## src/rtl/qdf_pkg.sv

```systemverilog
package qdf_pkg;
  typedef enum logic [1:0] {
    QM_DIRECT = 2'b00,
    QM_X1     = 2'b01,
    QM_X2     = 2'b10,
    QM_X4     = 2'b11
  } qmode_e;

  localparam int unsigned NUM_CH = 3;
  localparam int unsigned CH_A   = 0;
  localparam int unsigned CH_B   = 1;
  localparam int unsigned CH_IDX = 2;
endpackage

```

## src/rtl/qdf_prescaler.sv

```systemverilog
module qdf_prescaler #(
  parameter int unsigned W = 8
) (
  input  logic         clk_i,
  input  logic         rst_ni,
  input  logic         load_i,
  input  logic [W-1:0] value_i,
  output logic         tick_o
);
  logic [W-1:0] n_q, cnt_q;

  assign tick_o = (cnt_q == '0);

  always_ff @(posedge clk_i or negedge rst_ni) begin
    if (!rst_ni) begin
      n_q   <= '0;
      cnt_q <= '0;
    end else if (load_i) begin
      n_q   <= value_i;
      cnt_q <= value_i;
    end else if (tick_o) begin
      cnt_q <= n_q;
    end else begin
      cnt_q <= cnt_q - 1'b1;
    end
  end


  psc_range_chk: assert property (@(posedge clk_i) disable iff (!rst_ni)
    cnt_q <= n_q);


  psc_reload_chk: assert property (@(posedge clk_i) disable iff (!rst_ni)
    (tick_o && !load_i) |=> (cnt_q == $past(n_q)));
endmodule

```

## src/rtl/qdf_glitch_filter.sv

```systemverilog
module qdf_glitch_filter #(
  parameter int unsigned N = 3
) (
  input  logic         clk_i,
  input  logic         rst_ni,
  input  logic         tick_i,
  input  logic [N-1:0] raw_i,
  output logic [N-1:0] flt_o
);
  for (genvar g = 0; g < N; g++) begin : g_ch
    logic smp_q, flt_q;

    always_ff @(posedge clk_i or negedge rst_ni) begin
      if (!rst_ni) begin
        smp_q <= 1'b0;
        flt_q <= 1'b0;
      end else if (tick_i) begin
        smp_q <= raw_i[g];
        if (raw_i[g] == smp_q) flt_q <= raw_i[g];
      end
    end

    assign flt_o[g] = flt_q;


    flt_agree_chk: assert property (@(posedge clk_i) disable iff (!rst_ni)
      (!tick_i || (raw_i[g] != smp_q)) |=> $stable(flt_o[g]));
  end
endmodule

```

## src/rtl/qdf_decoder.sv

```systemverilog
module qdf_decoder
  import qdf_pkg::*;
(
  input  logic   clk_i,
  input  logic   rst_ni,
  input  logic   tick_i,
  input  qmode_e mode_i,
  input  logic   ab_en_i,
  input  logic   a_raw_i,
  input  logic   b_raw_i,
  input  logic   a_flt_i,
  input  logic   b_flt_i,
  input  logic   idx_flt_i,
  input  logic   idx_en_i,
  input  logic   idx_pol_i,
  input  logic   err_clr_i,
  output logic   count_o,
  output logic   up_o,
  output logic   err_o,
  output logic   idx_o,
  output logic   idx_evt_o
);
  logic a_pv_q, b_pv_q, a_raw_q;
  logic cnt_q, up_q, err_q, idx_q, evt_q, fired_q;
  logic da, db, quad, illegal, dir, hit, q_cnt, q_evt, act, d_cnt, err_set;

  assign da      = a_flt_i ^ a_pv_q;
  assign db      = b_flt_i ^ b_pv_q;
  assign quad    = (mode_i != QM_DIRECT);
  assign illegal = da & db;
  assign dir     = da ? (a_flt_i ^ b_flt_i) : ~(a_flt_i ^ b_flt_i);
  assign act     = idx_pol_i ? idx_flt_i : ~idx_flt_i;

  always_comb begin
    unique case (mode_i)
      QM_X4:   hit = da ^ db;
      QM_X2:   hit = da & ~db;
      QM_X1:   hit = da & ~db & ~b_flt_i;
      default: hit = 1'b0;
    endcase
  end

  assign q_cnt   = ab_en_i & hit;
  assign q_evt   = idx_en_i & act & q_cnt & ~fired_q;
  assign d_cnt   = ab_en_i & a_raw_i & ~a_raw_q;
  assign err_set = tick_i & quad & ab_en_i & illegal;

  always_ff @(posedge clk_i or negedge rst_ni) begin
    if (!rst_ni) begin
      a_pv_q  <= 1'b0;
      b_pv_q  <= 1'b0;
      a_raw_q <= 1'b0;
      cnt_q   <= 1'b0;
      up_q    <= 1'b0;
      err_q   <= 1'b0;
      idx_q   <= 1'b0;
      evt_q   <= 1'b0;
      fired_q <= 1'b0;
    end else begin
      a_raw_q <= a_raw_i;
      if (tick_i) begin
        a_pv_q <= a_flt_i;
        b_pv_q <= b_flt_i;
        idx_q  <= act;
      end
      if (quad) begin
        if (tick_i) begin
          cnt_q   <= q_cnt;
          if (q_cnt) up_q <= dir;
          evt_q   <= q_evt;
          fired_q <= act & (fired_q | q_evt);
        end
      end else begin
        cnt_q   <= d_cnt;
        if (d_cnt) up_q <= b_raw_i;
        evt_q   <= 1'b0;
        fired_q <= 1'b0;
      end
      // set wins over a simultaneous clear
      if (err_set)        err_q <= 1'b1;
      else if (err_clr_i) err_q <= 1'b0;
    end
  end

  assign count_o   = cnt_q;
  assign up_o      = up_q;
  assign err_o     = err_q;
  assign idx_o     = idx_q;
  assign idx_evt_o = evt_q;


  cnt_hold_chk: assert property (@(posedge clk_i) disable iff (!rst_ni)
    (!tick_i && quad) |=> $stable(count_o));


  illegal_no_count_chk: assert property (@(posedge clk_i) disable iff (!rst_ni)
    (tick_i && quad && illegal) |=> !count_o);


  err_sticky_chk: assert property (@(posedge clk_i) disable iff (!rst_ni)
    (err_o && !err_clr_i) |=> err_o);


  ab_off_chk: assert property (@(posedge clk_i) disable iff (!rst_ni)
    (!ab_en_i && (tick_i || !quad)) |=> !count_o);


  ab_off_err_chk: assert property (@(posedge clk_i) disable iff (!rst_ni)
    (!ab_en_i && !err_o) |=> !err_o);


  evt_with_count_chk: assert property (@(posedge clk_i) disable iff (!rst_ni)
    idx_evt_o |-> count_o);
endmodule

```

## src/rtl/quad_filter_decoder.sv

```systemverilog
module quad_filter_decoder
  import qdf_pkg::*;
#(
  parameter int unsigned PSC_W = 8
) (
  input  logic             clk_i,
  input  logic             rst_ni,
  input  logic             psc_load_i,
  input  logic [PSC_W-1:0] psc_val_i,
  input  logic [1:0]       mode_i,
  input  logic             ab_en_i,
  input  logic             a_i,
  input  logic             b_i,
  input  logic             idx_i,
  input  logic             idx_en_i,
  input  logic             idx_pol_i,
  input  logic             err_clr_i,
  output logic             count_o,
  output logic             up_o,
  output logic             err_o,
  output logic             idx_o,
  output logic             idx_evt_o
);
  logic              tick;
  logic [NUM_CH-1:0] raw, flt;

  assign raw[CH_A]   = a_i;
  assign raw[CH_B]   = b_i;
  assign raw[CH_IDX] = idx_i;

  qdf_prescaler #(.W(PSC_W)) u_psc (
    .clk_i   (clk_i),
    .rst_ni  (rst_ni),
    .load_i  (psc_load_i),
    .value_i (psc_val_i),
    .tick_o  (tick)
  );

  qdf_glitch_filter #(.N(NUM_CH)) u_flt (
    .clk_i  (clk_i),
    .rst_ni (rst_ni),
    .tick_i (tick),
    .raw_i  (raw),
    .flt_o  (flt)
  );

  qdf_decoder u_dec (
    .clk_i     (clk_i),
    .rst_ni    (rst_ni),
    .tick_i    (tick),
    .mode_i    (qmode_e'(mode_i)),
    .ab_en_i   (ab_en_i),
    .a_raw_i   (a_i),
    .b_raw_i   (b_i),
    .a_flt_i   (flt[CH_A]),
    .b_flt_i   (flt[CH_B]),
    .idx_flt_i (flt[CH_IDX]),
    .idx_en_i  (idx_en_i),
    .idx_pol_i (idx_pol_i),
    .err_clr_i (err_clr_i),
    .count_o   (count_o),
    .up_o      (up_o),
    .err_o     (err_o),
    .idx_o     (idx_o),
    .idx_evt_o (idx_evt_o)
  );
endmodule

```

## config.mk

```make
export PLATFORM = sky130hd
export DESIGN_NAME = quad_filter_decoder
export DESIGN_NICKNAME = d
export VERILOG_FILES = /design/src/rtl/qdf_pkg.sv /design/src/rtl/qdf_prescaler.sv /design/src/rtl/qdf_glitch_filter.sv /design/src/rtl/qdf_decoder.sv /design/src/rtl/quad_filter_decoder.sv
export SDC_FILE = /design/constraint.sdc
export NUM_CORES = 1
export LEC_CHECK = 0
export ABC_AREA = 1
export CORE_ASPECT_RATIO = 0.6
export CORE_MARGIN = 3
export CORE_UTILIZATION = 50
export DETAILED_ROUTE_END_ITERATION = 10
export GPL_TIMING_DRIVEN = 0
export PLACE_DENSITY = 0.75
export SYNTH_ARGS = -nofsm -noshare
export SYNTH_HDL_FRONTEND = slang
export SYNTH_SLANG_ARGS = --single-unit
```

## constraint.sdc

```tcl
create_clock -name clk_i -period 4.8 [get_ports clk_i]
set_clock_uncertainty 0.2 [all_clocks]
set_input_delay 0.72 -clock clk_i [delete_from_list [all_inputs] [get_ports clk_i]]
set_output_delay 0.72 -clock clk_i [all_outputs]
set_load 0.01 [all_outputs]
```

# Yosys cells after proc, flatten, opt, wreduce, memory -nomap -nowiden
# Index checks and enable logic that the tools add are counted.
[classes] bitwise=24 mux=17 eq_ne=8 n_addsub=1 reduce_logical=8
[op_table] operator="$mux 8" count=2
[op_table] operator="$mux 1" count=14
[op_table] operator="$and 1x1->1" count=13
[op_table] operator="$logic_not 8->1" count=1
[op_table] operator="$sub 8x1->8 const B" count=1
[op_table] operator="$not 1->1" count=6
[op_table] operator="$reduce_and 2->1" count=3
[op_table] operator="$reduce_bool 2->1" count=3
[op_table] operator="$eq 2x2->1 const B" count=2
[op_table] operator="$xor 1x1->1" count=4
[op_table] operator="$eq 1x1->1" count=3
[op_table] operator="$pmux 1 s3" count=1
[op_table] operator="$reduce_and 3->1" count=1
[op_table] operator="$eq 2x1->1 const B" count=1
[op_table] operator="$ne 2x1->1 const B" count=1
[op_table] operator="$ne 2x2->1 const B" count=1
[op_table] operator="$or 1x1->1" count=1
[totals] elab_cells=75 ff_bits=31 inputBits=20 out_inout_bits=5

# Longest topological paths before layout
[depth] depth_word=12 ltp_mapped=12 ltp_nobuf=12

# Hierarchy
# Synthesis repeated with hierarchy kept, for this count alone.
[unflattened] cells_unflattened=222 hier_area_um2=1734.2
[modules_own_cells] module="qdf_prescaler" area_per_inst_um2=912.1 cells_each=113 instances=1
[modules_own_cells] module="qdf_decoder" area_per_inst_um2=508.0 cells_each=66 instances=1
[modules_own_cells] module="qdf_glitch_filter" area_per_inst_um2=314.1 cells_each=43 instances=1

# Worst setup path after synthesis
# Ideal clock, no wire load.
[synth_path] path_type="reg-to-reg" startpoint="reg u_flt.g_ch[1].flt_q" endpoint="reg u_dec.up_q (netlist: u_dec.up_o)" period_less_slack_ns=1.645 required_ns=4.483 setup_ns=0.117 slack_ns=3.155 path_stages_with_launch=12 arrival_time_ns=1.329 path_cell_list="dfrtp_1 > xor2_1 > inv_1 > ha_1 > inv_1 > nor2_1 > nor2_1 > nand2_1 > nand2_1 > nand2_1 > nand2_1 > nand2_1"
[synth_between] elab_chain_cells=8 word_cells_on_any_way=16 classes_between="eq/ne: 1; mux: 5; bitwise: 9; reduce/logical: 1"
[synth_rtl] item="start, declared" line="qdf_glitch_filter.sv:11" text="logic smp_q, flt_q;"
[synth_rtl] item="start signal, assigned" line="qdf_glitch_filter.sv:19" text="if (raw_i[g] == smp_q) flt_q <= raw_i[g];"
[synth_rtl] item="$xor 1x1->1" line="qdf_decoder.sv:28" text="assign db = b_flt_i ^ b_pv_q;"
[synth_rtl] item="$not 1->1" line="qdf_decoder.sv:37, qdf_decoder.sv:38"
[synth_rtl] item="$and 1x1->1" line="qdf_decoder.sv:37, qdf_decoder.sv:38"
[synth_rtl] item="$and 1x1->1" line="qdf_decoder.sv:38" text="QM_X1: hit = da & ~db & ~b_flt_i;"
[synth_rtl] item="$pmux 1 s3" line="qdf_decoder.sv:35" text="unique case (mode_i)"
[synth_rtl] item="$and 1x1->1" line="qdf_decoder.sv:43" text="assign q_cnt = ab_en_i & hit;"
[synth_rtl] item="$ne 2x2->1 (no line)"
[synth_rtl] item="$reduce_and 3->1 (no line)"
[synth_rtl] item="end signal, assigned" line="qdf_decoder.sv:69" text="if (q_cnt) up_q <= dir;"
[synth_rtl] item="end signal, assigned" line="qdf_decoder.sv:75" text="if (d_cnt) up_q <= b_raw_i;"
[synth_rtl] item="end, declared" line="qdf_decoder.sv:24" text="logic cnt_q, up_q, err_q, idx_q, evt_q, fired_q;"
# Parallel ways exist; a longest one is shown, timed or not. The select of a mux whose other input is x is not followed.
# A chain may end at the register's enable or synchronous reset.

# Worst setup path after layout
[layout_path] startpoint="reg u_dec.idx_q (netlist: u_dec.idx_o)" endpoint="out idx_o"
[layout_lines] item="start, declared" line="qdf_decoder.sv:24"
[layout_lines] item="start signal, assigned" line="qdf_decoder.sv:64" text="idx_q <= act;"
[layout_lines] item="end, declared" line="quad_filter_decoder.sv:21" text="output logic idx_o,"
# No word-level cell between the ends.

==> results.md <==
- Vias post-DR: 1,397
- Resize count post-CTS: 0
- Slew @ Worst Pin: between 0.6 and 0.7 ns
- DRT Wirelength: ~3500 um
- Overall Global Routing Usage: 0.205
- MaxCap Viol Count: 0
- Power per cell area: 427 mW/mm2
- Syn_area_per_cell: between 7 and 8 um2
- Final min period: roughly 2.1 ns
- Io pins: 25
- Initial Utilization: 0.538
- Drt first pass iters: 4
- Final period util: 0.439
- Family with the most delay on the worst path: buffers and inverters
- Leakage: ~1.0 nW
- WL/cell: 12.8 um
- Hold-fix buffers, CTS: 0
- Final Hold Fails: 0
- Cell Rows: 15
- Filler cells: roughly 260
- Clk_lat worst skew: between 0.2 and 0.3 ns
- Clk root buf: clkbuf_8
- Main combinational cell family by area after synthesis: simple AND/OR/NAND/NOR gates
- FF+latch area: ~780 um2
- Multi-input gate area: 689 um2
- Prevailing post-synth register cell: dfrtp_1
- DRT iter0 DRCs: 66
- Layout cells sized above 1: 0.0769
- Simple-Gate Fraction of Synth Area: 0.315
- Chip height: between 40 and 50 um
- RSZ-0062 raised after global routing: no
- Core area: 0.00295 mm2
- Setup-failing EPs final: 0
- Worst Path Buf+Inv: 1
- Global-route wire length before repair: 6130 um
- TNS Setup: 0 ns
- Worst min path class: input pin to asynchronous set/reset pin
- Reg2reg setup slack: 2.90 ns
- CTS clk-pin slew, worst paths: ~0.060 ns
- Setup crit end: idx_o
- H-tree levels: 2
- Synth Area in Adders: 0.0237
- NumNets Final: between 200 and 300
- CP Launch Point: u_dec.idx_o
- Max FO, Critical Path: 2
- Crit-path cells: clkdlybuf4s50_1
- CP Data Arrival Time: around 1.2 ns
- Synth top cells by count: nand2_1, dfrtp_1, inv_1
- Layout area overhead: 24.5%
- RR Startpoint: u_psc.cnt_q[0]
- Synth area leaders: dfrtp_1, nand2_1, nand3_1
- Ant diodes: 0
- DPL Wire Length: ~2600 um
- Post-route ant nets: 0
- Flop and latch count out of synthesis: 31
- Multiplexer area fraction after synthesis: 0
- WP data required: roughly 3.9 ns
- Cell Area, Synth: 0.00158 mm2
- VDD IR max: roughly 0.19 mV
- Synth Area in Compound Gates: 0.0742
- Syn Inst Count: about 200
- Critical Path End Type: primary output
- Critical path class: register to primary output
- Initial antenna violation count: 0
- Slew headroom: 0.551
- Leading area contributor after synthesis: dfrtp_1
- Seq/Total Area, Yosys: 0.490
- Area share of the largest cell type after synthesis: 0.490
- Vias in the first global route: approximately 1,300
- Worst r2r dst: u_flt.g_ch[1].flt_q
- Die Wd: 78.7 um
- Yosys warns: 0
- Gpl congestion: 0.866
- Die area: ~0.0039 mm2
- Largest net degree at the start of global routing: 32
- Startpoint Class: register
- GRT overflow: 0
- CP Depth: 1
- IO buf count: 24
- Slowest cell on crit path: clkdlybuf4s50_1
- Post-CTS setup buffer count: 0
- Max-slew violation count: 0
- CTS Buf Count: 5
- R2r worst-path depth: 8
- DRC viols: 0
- CTS tree: yes
- Slowest stage delay, CP: about 0.54 ns
- Maximum clock path buffer count: 2
- Final core occ: 0.669
- Avg Vias per Cell: a little over 5
- Status: completed
- Syn Nets: 225
- Most common cell in the synthesized netlist: nand2_1
- Async SR Flop Fraction: 1.00
- Number of synthesized flops with an enable pin: 0
- CTS sink count: 31
- Count of cell types in the netlist: 20
- Post-Synth XOR/XNOR Area: 0.0221
- Max Clk Rate: around 470 MHz
metrics by stage:
step	setup slack (ns)	total power, mW	area (um2)	instances	hold WS (ns)
after detailed placement	2.24	0.619	1880	268	0.263
after global placement	2.28	0.600	1880	268	0.249
final	2.69	0.843	1970	276	0.269
after floorplan	3.15	0.519	1580	202	0.224
after global routing	2.63	0.905	1970	276	0.311
after CTS	2.55	0.848	1980	276	0.278
flip-flops by register name (all words and copies together) (netlist names):
register          flops
u_dec.a_pv_q          1
u_dec.a_raw_q         1
u_dec.b_pv_q          1
u_dec.count_o         1
u_dec.err_o           1
u_dec.fired_q         1
u_dec.idx_evt_o       1
u_dec.idx_o           1
u_dec.up_o            1
u_flt.g_ch.flt_q      3
u_flt.g_ch.smp_q      3
u_psc.cnt_q           8
u_psc.n_q             8
layer usage:
layer  up-vias  part of all wire  GRT usage
li1        698                 -          -
met1       656              0.47      0.274
met2        34              0.45      0.313
met3         9             0.064     0.0529
met4         0             0.018     0.0959
met5         -                 0          0
how the worst min path moves through the flow:
stage                            start      endpoint  slack [ns]  cells past startpoint
after floorplan                 rst_ni  u_dec.a_pv_q        0.22                      0
after global placement    u_psc.n_q[4]  u_psc.n_q[4]        0.25                      2
after detailed placement  u_psc.n_q[3]  u_psc.n_q[3]        0.26                      2
after CTS                 u_psc.n_q[3]  u_psc.n_q[3]        0.28                      2
after global routing      u_psc.n_q[6]  u_psc.n_q[6]        0.31                      2
final                           rst_ni  u_psc.n_q[4]        0.27                      1
power breakdown:
| part | internal [mW] | switching (mW) |
|---|---|---|
| Sequential | 0.318 | 0.0449 |
| Combinational | 0.110 | 0.141 |
| Clock | 0.131 | 0.0980 |
| Total | 0.559 | 0.284 |
layout by cell type, fill, tap and decap left out:
cell type,n
inv_1,25
buf_2,3
xnor2_1,1
nor3_4,1
a21oi_1,3
clkbuf_1,2
ha_1,3
nor2_1,16
nand4_1,3
dfrtp_1,31
nand2_2,2
nor2_2,2
nand3_1,19
xor2_1,3
nor2_4,1
o21ai_0,18
nand2_1,67
nand4_4,1
o22ai_1,2
clkbuf_8,7
clkdlybuf4s50_1,23
buf_6,1
final cells by class:
| cell class | instances | area share |
|---|---|---|
| flip-flops and latches | 31 | 0.393 |
| multi-input cells | 142 | 0.350 |
| repair buffers | 24 | 0.119 |
| clock buffers | 8 | 0.0508 |
| inverters | 25 | 0.0476 |
| well taps | 42 | 0.0266 |
| plain buffers | 4 | 0.0127 |
cell families (layout without fill, tap and decap cells):
| logic type | after synthesis | in the layout |
|---|---|---|
| adders and majority gates | 3 | 3 |
| xor gates and xnor gates | 4 | 4 |
| AOI/OAI and AO/OA | 23 | 23 |
| and+or+nand+nor | 112 | 112 |
| DFF | 31 | 31 |
| buffers and inverters | 29 | 61 |
Note: power is estimated with default switching activity, not from simulation.
